<file path="config.mk">
export PLATFORM = sky130hd
export DESIGN_NAME = hostbus_slave
export DESIGN_NICKNAME = d
export VERILOG_FILES = /design/src/rtl/hbs_pkg.sv /design/src/rtl/hbs_sync.sv /design/src/rtl/hbs_fifo.sv /design/src/rtl/hbs_regs.sv /design/src/rtl/hostbus_slave.sv
export SDC_FILE = /design/constraint.sdc
export NUM_CORES = 1
export LEC_CHECK = 0
export ABC_AREA = 1
export BUFFER_PORTS_ARGS = -buffer_cell sky130_fd_sc_hd__buf_2
export CAP_MARGIN = 10
export CORE_ASPECT_RATIO = 0.6
export CORE_MARGIN = 3
export CORE_UTILIZATION = 30
export DETAILED_ROUTE_END_ITERATION = 6
export GPL_TIMING_DRIVEN = 0
export PLACE_DENSITY = 0.49
export SETUP_SLACK_MARGIN = 0.05
export SLEW_MARGIN = 20
export SYNTH_ARGS = -nofsm -noshare
export SYNTH_HDL_FRONTEND = slang
export SYNTH_SLANG_ARGS = --single-unit
</file>
<file path="constraint.sdc">
create_clock -name clk -period 5.2 [get_ports clk]
set_input_delay 0.26 -clock clk [delete_from_list [all_inputs] [get_ports clk]]
set_output_delay 0.26 -clock clk [all_outputs]
set_load 0.1 [all_outputs]
</file>
<file path="src/rtl/hbs_pkg.sv">
package hbs_pkg;
  localparam int DW     = 32;
  localparam int HW     = DW / 2;
  localparam int ADR_W  = 7;          // halfword address bits
  localparam int WRD_W  = ADR_W - 1;  // word address bits
  typedef enum logic [1:0] {TGT_NONE, TGT_FIFO, TGT_REG, TGT_CFG} tgt_e;
endpackage

</file>
<file path="src/rtl/hbs_sync.sv">
module hbs_sync #(
  parameter int            W   = 1,
  parameter logic [W-1:0]  RST = '0
) (
  input  logic         clk,
  input  logic         rst_n,
  input  logic [W-1:0] d,
  output logic [W-1:0] q
);
  for (genvar i = 0; i < W; i++) begin : g_bit
    logic s1, s2;
    always_ff @(posedge clk or negedge rst_n) begin
      if (!rst_n) begin
        s1 <= RST[i];
        s2 <= RST[i];
      end else begin
        s1 <= d[i];
        s2 <= s1;
      end
    end
    assign q[i] = s2;
  end
endmodule

</file>
<file path="src/rtl/hbs_fifo.sv">
module hbs_fifo #(
  parameter int DW    = 32,
  parameter int DEPTH = 8
) (
  input  logic          clk,
  input  logic          rst_n,
  input  logic          push,
  input  logic [DW-1:0] push_data,
  input  logic          pop,
  output logic [DW-1:0] head,
  output logic          empty,
  output logic          full
);
  localparam int PW = $clog2(DEPTH);

  logic [DW-1:0] mem [DEPTH];
  logic [PW:0]   wp, rp;

  assign empty = (wp == rp);
  assign full  = (wp[PW] != rp[PW]) && (wp[PW-1:0] == rp[PW-1:0]);
  assign head  = mem[rp[PW-1:0]];

  always_ff @(posedge clk) begin
    if (push && !full) mem[wp[PW-1:0]] <= push_data;
  end

  always_ff @(posedge clk or negedge rst_n) begin
    if (!rst_n) begin
      wp <= '0;
      rp <= '0;
    end else begin
      if (push && !full) wp <= wp + 1'b1;
      if (pop && !empty) rp <= rp + 1'b1;
    end
  end
endmodule

</file>
<file path="src/rtl/hbs_regs.sv">
module hbs_regs #(
  parameter int NREG = 4,
  parameter int DW   = 32,
  parameter int IW   = 2
) (
  input  logic          clk,
  input  logic          rst_n,
  input  logic          wr_en,
  input  logic [IW-1:0] wr_idx,
  input  logic [DW-1:0] wr_data,
  input  logic [1:0]    wr_half,
  input  logic [IW-1:0] rd_idx,
  output logic [DW-1:0] rd_data
);
  localparam int HW = DW / 2;

  logic [DW-1:0] flat [NREG];

  for (genvar r = 0; r < NREG; r++) begin : g_reg
    logic [DW-1:0] val;
    always_ff @(posedge clk or negedge rst_n) begin
      if (!rst_n) begin
        val <= '0;
      end else if (wr_en && wr_idx == IW'(r)) begin
        if (wr_half[0]) val[HW-1:0]  <= wr_data[HW-1:0];
        if (wr_half[1]) val[DW-1:HW] <= wr_data[DW-1:HW];
      end
    end
    assign flat[r] = val;
  end

  assign rd_data = flat[rd_idx];
endmodule

</file>
<file path="src/rtl/hostbus_slave.sv">
module hostbus_slave
  import hbs_pkg::*;
#(
  parameter int FIFO_DEPTH = 8,
  parameter int NREG       = 4   // at most 8
) (
  input  logic          clk,
  input  logic          rst_n,
  input  logic          strap_wide,
  input  logic          bus_cs_n,
  input  logic          bus_rd_n,
  input  logic          bus_wr_n,
  input  logic [6:0]    bus_addr,
  input  logic          bus_fifo_sel,
  input  logic [31:0]   bus_wdata,
  output logic [31:0]   bus_rdata,
  output logic          bus_wide,
  input  logic          rx_in_valid,
  output logic          rx_in_ready,
  input  logic [31:0]   rx_in_data,
  output logic          tx_out_valid,
  input  logic          tx_out_ready,
  output logic [31:0]   tx_out_data,
  output logic          rx_underrun,
  output logic          tx_overrun
);
  localparam int WIN_WORDS = 8;
  localparam int REG_BASE  = WIN_WORDS;
  localparam int CFG_WORD  = 2 * WIN_WORDS;
  localparam int IW        = (NREG > 1) ? $clog2(NREG) : 1;
  localparam int SW        = 4 + ADR_W;
  localparam logic [WRD_W-1:0] WIN_END = WRD_W'(WIN_WORDS);
  localparam logic [WRD_W-1:0] REG_LO  = WRD_W'(REG_BASE);
  localparam logic [WRD_W-1:0] REG_HI  = WRD_W'(REG_BASE + NREG);
  localparam logic [WRD_W-1:0] CFG_A   = WRD_W'(CFG_WORD);

  // ---------------- strobe / address synchronisation ----------------
  logic [SW-1:0]    sync_q;
  logic             cs_s, rd_s, wr_s, fs_s;
  logic [ADR_W-1:0] ad_s, ad_q;

  hbs_sync #(.W(SW), .RST({3'b111, 1'b0, {ADR_W{1'b0}}})) u_sync (
    .clk (clk), .rst_n (rst_n),
    .d   ({bus_cs_n, bus_rd_n, bus_wr_n, bus_fifo_sel, bus_addr}),
    .q   (sync_q)
  );
  assign {cs_s, rd_s, wr_s, fs_s, ad_s} = sync_q;

  logic rd_act, wr_act, rd_act_q, wr_act_q, addr_moved, rd_ev, wr_ev;
  assign rd_act     = !cs_s && !rd_s;
  assign wr_act     = !cs_s && !wr_s;
  assign addr_moved = fs_s ? (ad_s[1:0] != ad_q[1:0]) : (ad_s != ad_q);
  assign rd_ev      = rd_act && (!rd_act_q || addr_moved);
  assign wr_ev      = wr_act && !wr_act_q;

  always_ff @(posedge clk or negedge rst_n) begin
    if (!rst_n) begin
      rd_act_q <= 1'b0;
      wr_act_q <= 1'b0;
      ad_q     <= '0;
    end else begin
      rd_act_q <= rd_act;
      wr_act_q <= wr_act;
      ad_q     <= ad_s;
    end
  end

  // ---------------- width strap ----------------
  logic wide_q;
  always_ff @(posedge clk) begin
    if (!rst_n) wide_q <= strap_wide;
  end
  assign bus_wide = wide_q;

  // ---------------- decode ----------------
  logic [WRD_W-1:0] word;
  logic             a1;
  tgt_e             tgt;
  assign word = ad_s[ADR_W-1:1];
  assign a1   = ad_s[0];

  always_comb begin
    if (fs_s || word < WIN_END)             tgt = TGT_FIFO;
    else if (word >= REG_LO && word < REG_HI) tgt = TGT_REG;
    else if (word == CFG_A)                 tgt = TGT_CFG;
    else                                    tgt = TGT_NONE;
  end

  // ---------------- state ----------------
  logic          be_q, rx_hc, tx_hc, und_q, ovr_q;
  logic [DW-1:0] tx_hold, rdata_q;

  // ---------------- queues ----------------
  logic          rx_empty, rx_full, rx_pop;
  logic [DW-1:0] rx_head;
  logic          tx_empty, tx_full, tx_push;
  logic [DW-1:0] tx_push_data;

  hbs_fifo #(.DW(DW), .DEPTH(FIFO_DEPTH)) u_rxq (
    .clk (clk), .rst_n (rst_n),
    .push (rx_in_valid), .push_data (rx_in_data),
    .pop (rx_pop), .head (rx_head), .empty (rx_empty), .full (rx_full)
  );

  hbs_fifo #(.DW(DW), .DEPTH(FIFO_DEPTH)) u_txq (
    .clk (clk), .rst_n (rst_n),
    .push (tx_push), .push_data (tx_push_data),
    .pop (tx_out_ready), .head (tx_out_data), .empty (tx_empty), .full (tx_full)
  );

  assign rx_in_ready  = !rx_full;
  assign tx_out_valid = !tx_empty;

  // ---------------- register file ----------------
  logic [IW-1:0] reg_idx;
  logic [DW-1:0] reg_rd, reg_wdata;
  logic [1:0]    reg_half;
  logic [HW-1:0] whalf;
  logic          wsel_up;

  assign reg_idx   = IW'(word - REG_LO);
  assign whalf     = bus_wdata[HW-1:0];
  assign wsel_up   = (tgt == TGT_FIFO) ? (tx_hc ^ be_q) : (a1 ^ be_q);
  assign reg_wdata = wide_q ? bus_wdata : {whalf, whalf};
  assign reg_half  = wide_q ? 2'b11 : (wsel_up ? 2'b10 : 2'b01);

  hbs_regs #(.NREG(NREG), .DW(DW), .IW(IW)) u_regs (
    .clk (clk), .rst_n (rst_n),
    .wr_en (wr_ev && tgt == TGT_REG), .wr_idx (reg_idx),
    .wr_data (reg_wdata), .wr_half (reg_half),
    .rd_idx (reg_idx), .rd_data (reg_rd)
  );

  // ---------------- read path ----------------
  logic [DW-1:0] rd_word, rd_bus;
  logic          hsel, rx_take, und_set;

  always_comb begin
    unique case (tgt)
      TGT_FIFO: rd_word = rx_empty ? '0 : rx_head;
      TGT_REG:  rd_word = reg_rd;
      TGT_CFG:  rd_word = {{(DW-1){1'b0}}, be_q};
      default:  rd_word = '0;
    endcase
  end

  assign hsel    = (tgt == TGT_FIFO) ? (rx_hc ^ be_q) : (a1 ^ be_q);
  assign rd_bus  = wide_q ? rd_word
                          : {{HW{1'b0}}, hsel ? rd_word[DW-1:HW] : rd_word[HW-1:0]};
  assign rx_take = rd_ev && tgt == TGT_FIFO && !rx_empty;
  assign rx_pop  = rx_take && (wide_q || rx_hc);
  assign und_set = rd_ev && tgt == TGT_FIFO && rx_empty;

  // ---------------- write path ----------------
  logic tx_wr;
  assign tx_wr        = wr_ev && tgt == TGT_FIFO;
  assign tx_push      = tx_wr && !tx_full && (wide_q || tx_hc);
  assign tx_push_data = wide_q  ? bus_wdata
                      : wsel_up ? {whalf, tx_hold[HW-1:0]}
                                : {tx_hold[DW-1:HW], whalf};

  always_ff @(posedge clk or negedge rst_n) begin
    if (!rst_n) begin
      rdata_q <= '0;
      be_q    <= 1'b0;
      rx_hc   <= 1'b0;
      tx_hc   <= 1'b0;
      tx_hold <= '0;
      und_q   <= 1'b0;
      ovr_q   <= 1'b0;
    end else begin
      if (rd_ev) rdata_q <= rd_bus;
      if (rx_take && !wide_q) rx_hc <= !rx_hc;
      if (und_set) und_q <= 1'b1;
      if (tx_wr && tx_full && (wide_q || tx_hc)) ovr_q <= 1'b1;
      if (tx_wr && !wide_q) begin
        tx_hc <= !tx_hc;
        if (!tx_hc) begin
          if (wsel_up) tx_hold[DW-1:HW] <= whalf;
          else         tx_hold[HW-1:0]  <= whalf;
        end
      end
      if (wr_ev && tgt == TGT_CFG) begin
        if (wide_q)        be_q <= bus_wdata[0];
        else if (!wsel_up) be_q <= whalf[0];
      end
    end
  end

  assign bus_rdata   = rdata_q;
  assign rx_underrun = und_q;
  assign tx_overrun  = ovr_q;
endmodule

</file>
==> impl_metrics.json, run 1 <==
{
  "antenna_found_initial": 6,
  "tightestPinTransition_ns": 0.9911,
  "drt_first_pass_iters": 5,
  "min_period_over_period_pct": 78.20,
  "clock_sinks": 757,
  "synthFlopType": "edfxtp_1",
  "r2r_cells": 10,
  "r2r-start": "u_sync.g_bit[10].s2$_DFF_PN1_",
  "die_w_um": 423.1,
  "gr-total-overflow": 0,
  "status": "completed",
  "yosys.cell_types.count": 41,
  "top_layer": "met5",
  "drtIter0Drc": 2190,
  "hp-class": "input pin to register",
  "ys_async_sr_fraction_pct": 32.23,
  "cts_tree": "done",
  "clock.fmax_mhz": 245.9,
  "yosysWarnings": 0,
  "drive_above_1_share_pct": 14.02,
  "r2r-end": "u_txq.mem[0][11]$_DFFE_PP_",
  "htree_num_levels": 3,
  "vdd_ir_drop_max_v": 0.0002833,
  "final_cell_mix": "719 x nand2_1, 513 x edfxtp_1, 393 x nor2_1",
  "crit_fanout": 10,
  "final_common_cell": "nand2_1",
  "finalHoldViolCount": 0,
  "fillers": 10390,
  "whs_ns": 0.03909,
  "cts_root_buf": "clkbuf_16",
  "wl_met3_um": 8081,
  "yosysTopAreaCell": "edfxtp_1",
  "required_ns": 4.94,
  "vias": 22450,
  "netlist_top_cells_area": "edfxtp_1 49%, dfrtp_1 19%, nand2_1 8.6%",
  "syn_inst": 2899,
  "totalPowerFinal_mw": 21.62,
  "crit_path_start": "u_txq.rp[0]$_DFFE_PN0P_",
  "io_pins": 149,
  "grt_pass1_vias": 21210,
  "final_antenna_net_count": 0,
  "slew-limit-headroom_pct": 33.23,
  "area_delta_synth_final_pct": 19.69,
  "routedWlPerCell_um": 21.22,
  "powerDensity_nw_per_um2": 576.8,
  "grt_pass1_wl_um": 145900,
  "synth_area_per_cell_um2": 10.80,
  "gp_congestion": 0.8590,
  "gr-usage-all-layers_pct": 18.05,
  "p_leak_nw": 14.85,
  "drc": 0,
  "cts_buffer_depth": 3,
  "drv_slew": 0,
  "synth_edf_count": 513,
  "start_util_pct": 30.36,
  "cts_buffers": 78,
  "rsz0062_at_grt": "no",
  "skew_ns": 0.03763,
  "wl_met2_um": 38850,
  "clk_pin_slew_ns": 0.06,
  "drt-total-wl_um": 99180,
  "portBuffers": 148,
  "finalSetupViolations": 0,
  "dpl.hpwl_um": 70920,
  "worstHoldStart": "bus_wdata[21]",
  "r2r_slack_ns": 1.54,
  "synth.net_count": 2983,
  "design.die.area_um2": 108400,
  "wl_met1_um": 50330,
  "grt_max_degree": 87,
  "crit_arrival_ns": 3.81,
  "holdPathEnd": "u_txq.mem[7][21]$_DFFE_PP_",
  "critPathKind": "register to output pin",
  "synth_seq_area_share_pct": 68.70,
  "synth_top_area_share_pct": 49.18,
  "num-nets-final": 3296,
  "die_h_um": 256.3,
  "syn-cell-area_um2": 31320,
  "insertion_delay_ns": 0.66,
  "min_period_ns": 4.066,
  "cts_resized": 0,
  "vias_per_cell": 4.804,
  "holdPathStages": 3,
  "core_area_um2": 103200,
  "cp-start-kind": "register",
  "cap_viol_max_count": 0,
  "worstSetupEndpointType": "output pin",
  "synth-seq-cells": 757,
  "final_core_util_pct": 36.34,
  "rows": 91
}
-- cell type report --
| cell class | instances | area [um^2] | area share (%) |
|---|---|---|---|
| clock inverters | 39 | 406.6 | 1.085 |
| repair buffers | 233 | 1738 | 4.636 |
| flip-flops and latches | 757 | 21520 | 57.40 |
| well taps | 1395 | 1745 | 4.656 |
| multi-input cells | 1852 | 8695 | 23.19 |
| diodes | 4 | 10.01 | 0.02670 |
| plain buffers | 165 | 792.0 | 2.113 |
| clock buffers | 104 | 2115 | 5.640 |
| inverters | 125 | 469.2 | 1.252 |
-- repair_timing --
action / in CTS / in global routing
hold buffers: 48 / 0
buffers inserted: 0 / 0
endpoints found under the hold margin: 355 / 0
-- stage by stage --
| step | cell area (um^2) | cells | TNS [ns] | setup WS [ns] |
|---|---|---|---|---|
| finish | 37490 | 4674 | 0 | 1.134 |
| global placement | 33810 | 4442 | -673.17 | -2.676 |
| floorplan | 31320 | 2899 | 0 | 0.5873 |
| global route | 37480 | 4672 | 0 | 0.8222 |
| detailed placement | 34480 | 4479 | 0 | 1.587 |
| CTS | 37480 | 4670 | 0 | 1.051 |
-- power by group --
part / switching (mW) / leakage, nW / internal, mW
Combinational: 6.66 / 6.43 / 1.72
Sequential: 0.299 / 7.20 / 7.30
Clock: 2.46 / 1.23 / 3.18
Total: 9.42 / 14.9 / 12.2
-- worst max path at each step --
stage	end	slack, ns
after floorplan	u_txq.mem[5][0]$_DFFE_PP_	0.59
after global placement	u_txq.mem[0][13]$_DFFE_PP_	-2.68
after detailed placement	u_txq.mem[0][13]$_DFFE_PP_	1.59
after CTS	tx_out_data[24]	1.05
after global routing	tx_out_data[27]	0.82
final	tx_out_data[24]	1.13
-- cells in the mapped netlist (2+ instances only) --
| library cell | n |
|---|---|
| a31oi_1 | 33 |
| dfstp_2 | 6 |
| nand3_2 | 2 |
| a21oi_4 | 2 |
| nand2_1 | 719 |
| nand3_1 | 92 |
| xor2_1 | 12 |
| clkbuf_1 | 82 |
| nor3_1 | 9 |
| nand2_2 | 2 |
| nor2_2 | 2 |
| buf_1 | 17 |
| nor2_4 | 3 |
| nor2_8 | 2 |
| nand4_1 | 2 |
| o22ai_1 | 97 |
| nand2_4 | 4 |
| inv_1 | 121 |
| inv_2 | 3 |
| nor2_1 | 404 |
| buf_6 | 12 |
| ha_1 | 4 |
| dfrtp_1 | 238 |
| edfxtp_1 | 513 |
| o21ai_1 | 47 |
| xnor2_1 | 6 |
| buf_4 | 6 |
| buf_2 | 47 |
| a21oi_1 | 19 |
| o21ai_0 | 323 |
| o21ai_2 | 41 |
| nand3_4 | 5 |
| o311ai_0 | 16 |
-- flip-flops by register name, summed over array words and instances, names as in the netlist, 7 cells and up --
signal / flops
ad_q: 7
bus_rdata: 32
tx_hold: 32
u_regs.g.val: 128
u_rxq.mem: 256
u_sync.g_bit.s1: 11
u_sync.g_bit.s2: 11
u_txq.mem: 256
-- worst max-delay path, cell delays in order, from the launching register on --
cell      delay, ns
dfrtp_1        0.55
inv_1          0.17
clkbuf_1       0.41
clkbuf_1       0.46
clkbuf_1       0.56
o21ai_0        0.22
a31oi_1        0.29
buf_2          0.48
-- routing by layer --
metal	track usage (%)	vias to the layer above
met4	4.093	2
met2	23.65	746
met3	4.462	114
met1	29.16	11020
met5	0	-
li1	-	10570
-- kinds of logic after synthesis --
| kind of cell | count (synthesis) | share of synthesized area, % |
|---|---|---|
| AO/OA/AOI/OAI | 580 | 10.56 |
| XOR/XNOR | 18 | 0.5033 |
| adder cells (fa/ha/maj) | 4 | 0.1598 |
| buffers and inverters | 290 | 4.027 |
| flip-flops | 757 | 68.70 |
| multiplexers | 1 | 0.03595 |
| AND/OR/NAND/NOR | 1249 | 16.01 |
No activity file was read; power rests on OpenSTA's default activity.
==> run 2: changes to the inputs <==
- ABC_AREA: 1 -> 0
- PLACE_DENSITY: 0.49 -> 0.5
- clock period: 5.2 -> 3.5 ns (I/O delays scaled with it)
==> run 2 against run 1 <==
Against the previous run:
- the run now ends with DRC left
- total power rose by 37%
- global-route usage is 2.8 points lower
- register-to-register slack worse by 1.3 ns
- clock skew fell by 0.012 ns
- via count down 26%
- first-iteration DRC count down 30%
==> impl_metrics.json, run 2 <==
{
  "fillers": 9250,
  "yosysMostFrequentCell": "edfxtp_1",
  "clockPowerShare_pct": 27.0,
  "p_leak_nw": 13.45,
  "fin_cells": 3325,
  "cts_buffer_depth": 3,
  "crit_arrival_ns": 3.57,
  "setup_slack_ns": 0.2308,
  "routedWlPerCell_um": 24.14,
  "min_period_over_period_pct": 93.41,
  "synthFlopType": "edfxtp_1",
  "finalHoldViolCount": 0,
  "cp_slowest_cell": "a222oi_1",
  "cap_viol_max_count": 0,
  "synth.net_count": 1668,
  "area_delta_synth_final_pct": 20.92,
  "clk_pin_slew_ns": 0.06,
  "violations": "DRC",
  "crit_path_cell_trace": "or3b_4 -> a21boi_2 -> nor3_4 -> clkbuf_1 -> a222oi_1 -> inv_2",
  "clock.fmax_mhz": 305.9,
  "num-nets-final": 2009,
  "portBuffers": 147,
  "cts_root_buf": "clkbuf_16",
  "switching_share_pct": 36.97,
  "synth-seq-cells": 757,
  "finalSetupViolations": 0,
  "grt_max_degree": 86,
  "vias_per_cell": 4.973,
  "worstHoldStart": "bus_wdata[20]",
  "required_ns": 3.80,
  "cts_buffers": 77,
  "path_buf_inv": 2,
  "dpl.hpwl_um": 56320,
  "rsz0062_at_grt": "no",
  "io_pins": 149,
  "whs_ns": 0.06326,
  "drt-total-wl_um": 80280,
  "syn-cell-area_um2": 30700,
  "core_area_um2": 101000,
  "gp_congestion": 0.8115,
  "gr-total-overflow": 0,
  "r2r_slack_ns": 0.23,
  "synth_edf_count": 513,
  "drc": 5,
  "htree_num_levels": 3,
  "drive_above_1_share_pct": 40.77,
  "gr-usage-all-layers_pct": 15.24,
  "drv_slew": 0,
  "critPathKind": "register to register",
  "vdd_ir_drop_max_v": 0.0004965,
  "syn_inst": 1584,
  "synth_top_area_share_pct": 50.17,
  "p_switching_mw": 10.94,
  "cp-start-kind": "register",
  "final_cell_mix": "513 x edfxtp_1, 235 x dfrtp_1, 230 x mux2_2",
  "pwr-share-seq_pct": 37.6,
  "drt_first_pass_iters": 7,
  "intPower_mw": 18.66,
  "synth_seq_area_share_pct": 70.08,
  "crit_fanout": 10,
  "drtIter0Drc": 1532,
  "grt_pass1_wl_um": 119400,
  "r2r-start": "u_sync.g_bit[7].s2$_DFF_PN0_",
  "synth_area_per_cell_um2": 19.38,
  "place_ws_ns": -0.1314,
  "vias": 16540,
  "die_h_um": 253.8,
  "final_antenna_net_count": 0,
  "ys_async_sr_fraction_pct": 32.23,
  "slew-limit-headroom_pct": 24.70,
  "yosys.cell_types.count": 58,
  "rows": 90,
  "die_w_um": 419.0,
  "insertion_delay_ns": 0.63,
  "cts_tree": "done",
  "yosysWarnings": 0,
  "min_period_ns": 3.269,
  "yosysTopAreaCell": "edfxtp_1",
  "design.die.area_um2": 106400,
  "netlist_top_cells_area": "edfxtp_1 50%, dfrtp_1 19%, mux4_2 12%",
  "antenna_found_initial": 4,
  "tightestPinTransition_ns": 1.129,
  "status": "complete, but fails checks",
  "seq_area_um2": 21520,
  "clock_sinks": 757,
  "final_core_util_pct": 36.76,
  "grt_pass1_vias": 17520,
  "crit_path_start": "u_sync.g_bit[7].s2$_DFF_PN0_",
  "final_common_cell": "edfxtp_1",
  "multi_input_area_um2": 8818,
  "comb_power_share_pct": 35.3,
  "synthTopCellsByCount": "513 x edfxtp_1, 238 x dfrtp_1, 230 x mux2_2",
  "critPathTopFamily": "compound AO/OA/AOI/OAI gates",
  "dp.cells": 3099,
  "start_util_pct": 30.40,
  "cp_slowest_stage_delay_ns": 1.07,
  "worstSetupEndpointType": "register",
  "skew_ns": 0.02543,
  "powerDensity_nw_per_um2": 797.1,
  "hp-class": "input pin to register"
}
run 2: cell types whose count changed after synthesis, sizes merged, moves of 34 or more:
| cell | change |
|---|---|
| o22ai | -97 |
| mux2 | +256 |
| nand2 | -681 |
| clkbuf | -34 |
| inv | -105 |
| o21ai | -389 |
| nor2 | -386 |
| nand3 | -97 |
| mux4 | +160 |
run 2: layout make-up:
class                           instances  area share (%)
Antenna cell                            2         0.01348
Timing Repair Buffer                  262           5.726
Clock inverter                         41          0.8357
Tap cell                             1334           4.496
Multi-Input combinational cell        710           23.75
Sequential cell                       757           57.97
Clock buffer                          102           5.709
Buffer                                 98           1.311
Inverter                               19          0.1921
run 2: layer usage:
layer  wire (um)  track usage, %  vias to the layer above
met2       36980           23.58                      455
met3        4070           2.703                       97
met5          27               0                        -
met1       37930           22.63                     8907
li1            -               -                     7072
met4        1270           2.931                        4
run 2: power groups by stage:
stage | clock [mW] | sequential (mW) | combinational, mW
after detailed placement | 0 | 11.3 | 10.5
after floorplan | 0 | 12.1 | 6.86
after global placement | 0 | 11.3 | 10.2
after global routing | 8.60 | 11.2 | 11.1
after CTS | 8.27 | 11.1 | 10.6
final | 7.99 | 11.1 | 10.5
run 2: metrics by stage:
step           cell area [um^2]  power [mW]  setup TNS [ns]
2_1_floorplan             30770       18.94          -90.31
3_3_place_gp              33170       21.46        -1101.24
3_5_place_dp              33860       21.82          -5.213
4_1_cts                   36970       30.03               0
5_1_grt                   37120       30.91               0
6_report                  37130       29.60               0
run 2: worst min-delay path: stages:
cell    delay, ns
buf_2        0.12
mux2_2       0.21
mux2_2       0.15
run 2: worst paths after layout:
| check | end | cells after the start |
|---|---|---|
| setup / recovery | u_txq.mem[1][30]$_DFFE_PP_ | 6 |
| hold / removal | u_regs.g_reg[2].val[20]$_DFFE_PN0P_ | 3 |
| setup reg to reg | u_txq.mem[1][30]$_DFFE_PP_ | 6 |
| hold reg to reg | u_sync.g_bit[1].s2$_DFF_PN0_ | 0 |
| max in group asynchronous | tx_hold[11]$_DFFE_PN0P_ | 4 |
| min in group asynchronous | u_sync.g_bit[6].s1$_DFF_PN0_ | 2 |
run 2: repair_timing:
action / CTS / global route
pin swaps: 1 / 5
hold endpoints to repair: 450 / 0
setup buffers: 2 / 15
hold buffers: 63 / 0
gates resized for setup: 13 / 12
setup endpoints to repair: 138 / 160
run 2: kinds of logic after synthesis:
family                   count (synthesis)  share of synthesized area (%)
adder cells (fa/ha/maj)                  4                         0.1630
multiplexers                           422                          21.57
buffers and inverters                  117                          1.707
AO/OA/AOI/OAI                          135                          3.549
flip-flops                             757                          70.08
XOR/XNOR                                29                         0.8272
AND/OR/NAND/NOR                        120                          2.103
==> run 3: changes to the inputs <==
- BUFFER_PORTS_ARGS: -buffer_cell sky130_fd_sc_hd__buf_2 -> default
- CELL_PAD_IN_SITES_DETAIL_PLACEMENT: default -> 0
- CELL_PAD_IN_SITES_GLOBAL_PLACEMENT: default -> 1
- DONT_BUFFER_PORTS: default -> 1
- PLACE_DENSITY: 0.5 -> 0.54
==> run 3 against run 2 <==
Against the previous run:
- the flow finishes with violations (hold timing)
- via count fell by 3.9%
- cell count down 3.8%
- setup slack got worse by 0.013 ns
- clock-buffer cell count fell by 4
- sequential power grew 9%
- total power rose by 0.32%
- design area down 1.2%
- critical path depth grew 1
- maximum frequency shrank 0.39%
- first-iteration DRC count down 5.7%
- critical path type unchanged
- largest power group unchanged
==> impl_metrics.json, run 3 (synthesis results as in run 2) <==
{
  "final_core_util_pct": 36.32,
  "fillers": 9243,
  "hp-class": "input pin to asynchronous set/reset pin",
  "drc": 0,
  "dpl.hpwl_um": 56220,
  "cp_slowest_cell": "buf_1",
  "gr-total-overflow": 0,
  "insertion_delay_ns": 0.63,
  "tightestPinTransition_ns": 1.228,
  "drtIter0Drc": 1445,
  "cts_buffers": 77,
  "final_area_um2": 36690,
  "grt_pass1_vias": 16570,
  "cap_viol_max_count": 0,
  "slew-limit-headroom_pct": 18.15,
  "finalSetupViolations": 0,
  "finalHoldViolCount": 244,
  "place_ws_ns": -0.2347,
  "gr-usage-all-layers_pct": 15.37,
  "r2r_cells": 7,
  "cts_root_buf": "clkbuf_16",
  "grt_max_degree": 246,
  "hold_buffers": 77,
  "die_h_um": 253.8,
  "routedWlPerCell_um": 25.50,
  "antenna_found_initial": 6,
  "vias": 15880,
  "fin_cells": 3197,
  "whs_ns": -0.7268,
  "grt_pass1_wl_um": 118800,
  "area_delta_synth_final_pct": 19.49,
  "crit_path_cell_trace": "buf_1 -> buf_1 -> mux4_2 -> mux2_2 -> a21o_1 -> a32oi_1 -> o221ai_1",
  "worstSetupEndpointType": "register",
  "dp.cells": 2953,
  "totalPowerFinal_mw": 29.69,
  "rsz0062_at_grt": "no",
  "min_period_over_period_pct": 93.77,
  "drive_above_1_share_pct": 35.50,
  "design.die.area_um2": 106400,
  "finalSetupTns_ns": 0,
  "placed_area_um2": 33050,
  "cp-start-kind": "register",
  "drt-total-wl_um": 81530,
  "portBuffers": 0,
  "p_leak_nw": 12.94,
  "gp_congestion": 0.7743,
  "core_area_um2": 101000,
  "rows": 90,
  "final_common_cell": "edfxtp_1",
  "final_cell_mix": "513 x edfxtp_1, 238 x dfrtp_1, 230 x mux2_2",
  "critPathKind": "register to register",
  "crit_arrival_ns": 3.73,
  "drv_slew": 0,
  "cts_buffer_depth": 3,
  "die_w_um": 419.0,
  "vdd_ir_drop_max_v": 0.0003303,
  "status": "complete, but fails checks",
  "drt_first_pass_iters": 7,
  "htree_num_levels": 3,
  "clock.fmax_mhz": 304.7,
  "violations": "hold timing",
  "cp_slowest_stage_delay_ns": 0.80,
  "start_util_pct": 30.40,
  "io_pins": 149,
  "cts_tree": "done",
  "clk_pin_slew_ns": 0.06,
  "num-nets-final": 1880,
  "vias_per_cell": 4.968,
  "min_period_ns": 3.282,
  "skew_ns": 0.03645,
  "setup_slack_ns": 0.2181,
  "final_antenna_net_count": 0,
  "powerDensity_nw_per_um2": 809.3,
  "crit_fanout": 10,
  "crit_path_frequent_cell": "buf_1",
  "required_ns": 3.95,
  "clock_sinks": 757
}
==> run 3: changes by cell type in the layout (fill, tap and decap cells not counted), moves of 4 or more <==
cell	delta
bufinv_16	+6
clkinv_1	+7
buf_4	-4
buf_12	+7
clkbuf_8	+4
buf_6	+4
dlygate4sd3_1	+14
buf_2	-146
clkinv_2	-7
clkbuf_1	-4
buf_16	-4
==> run 3: path summary, 6_finish.rpt <==
kind,startpoint,endpoint,slack (ns)
min in group clk,bus_wdata[2],u_txq.mem[2][18]$_DFFE_PP_,0.05
max in group asynchronous,rst_n,u_regs.g_reg[0].val[5]$_DFFE_PN0P_,3.47
worst min register to register,u_sync.g_bit[7].s1$_DFF_PN0_,u_sync.g_bit[7].s2$_DFF_PN0_,0.35
worst max register to register,u_rxq.rp[2]$_DFFE_PN0P_,bus_rdata[1]$_DFFE_PN0P_,0.22
worst min-delay path,rst_n,u_sync.g_bit[5].s1$_DFF_PN0_,-0.73
worst max-delay path,u_rxq.rp[2]$_DFFE_PN0P_,bus_rdata[1]$_DFFE_PN0P_,0.22
==> run 3: critical path, delay by kind of cell (launching register included) <==
kind	cells	cell delay [ns]
buf+inv	2	1.39
mux	2	0.75
compound gates	3	0.55
flops	1	0.42
==> run 3: area by class of cell <==
type                    count  area, um^2  area share, %
flip-flops and latches    757       21520          58.65
multi-input cells         710        8823          24.05
clock buffers              98        2077          5.661
well taps                1334        1669          4.549
repair buffers            133        1545          4.212
plain buffers              98       501.7          1.368
clock inverters            44       473.0          1.289
inverters                  19       71.32         0.1944
diodes                      4       10.01        0.02728
==> run 3: timing repair <==
item,CTS,global route
endpoints found under the setup margin,321,82
hold endpoints to repair,847,244
gates resized for setup,18,14
pin swaps,9,3
buffers inserted,20,1
==> run 3: power by group <==
group	switching, mW	internal, mW	leakage [nW]
logic	5.98	3.22	4.05
clock network	3.48	4.88	1.24
registers	1.42	10.7	7.66
total	10.9	18.8	12.9
==> run 3: metal layers <==
layer	part of all wire (%)	vias up	track usage [%]	wire [um]
met2	45	444	22.82	36450
met5	0	-	0	0
met3	6.0	99	3.572	4863
li1	-	6807	-	-
met4	2.0	0	3.620	1626
met1	47	8533	22.81	38590
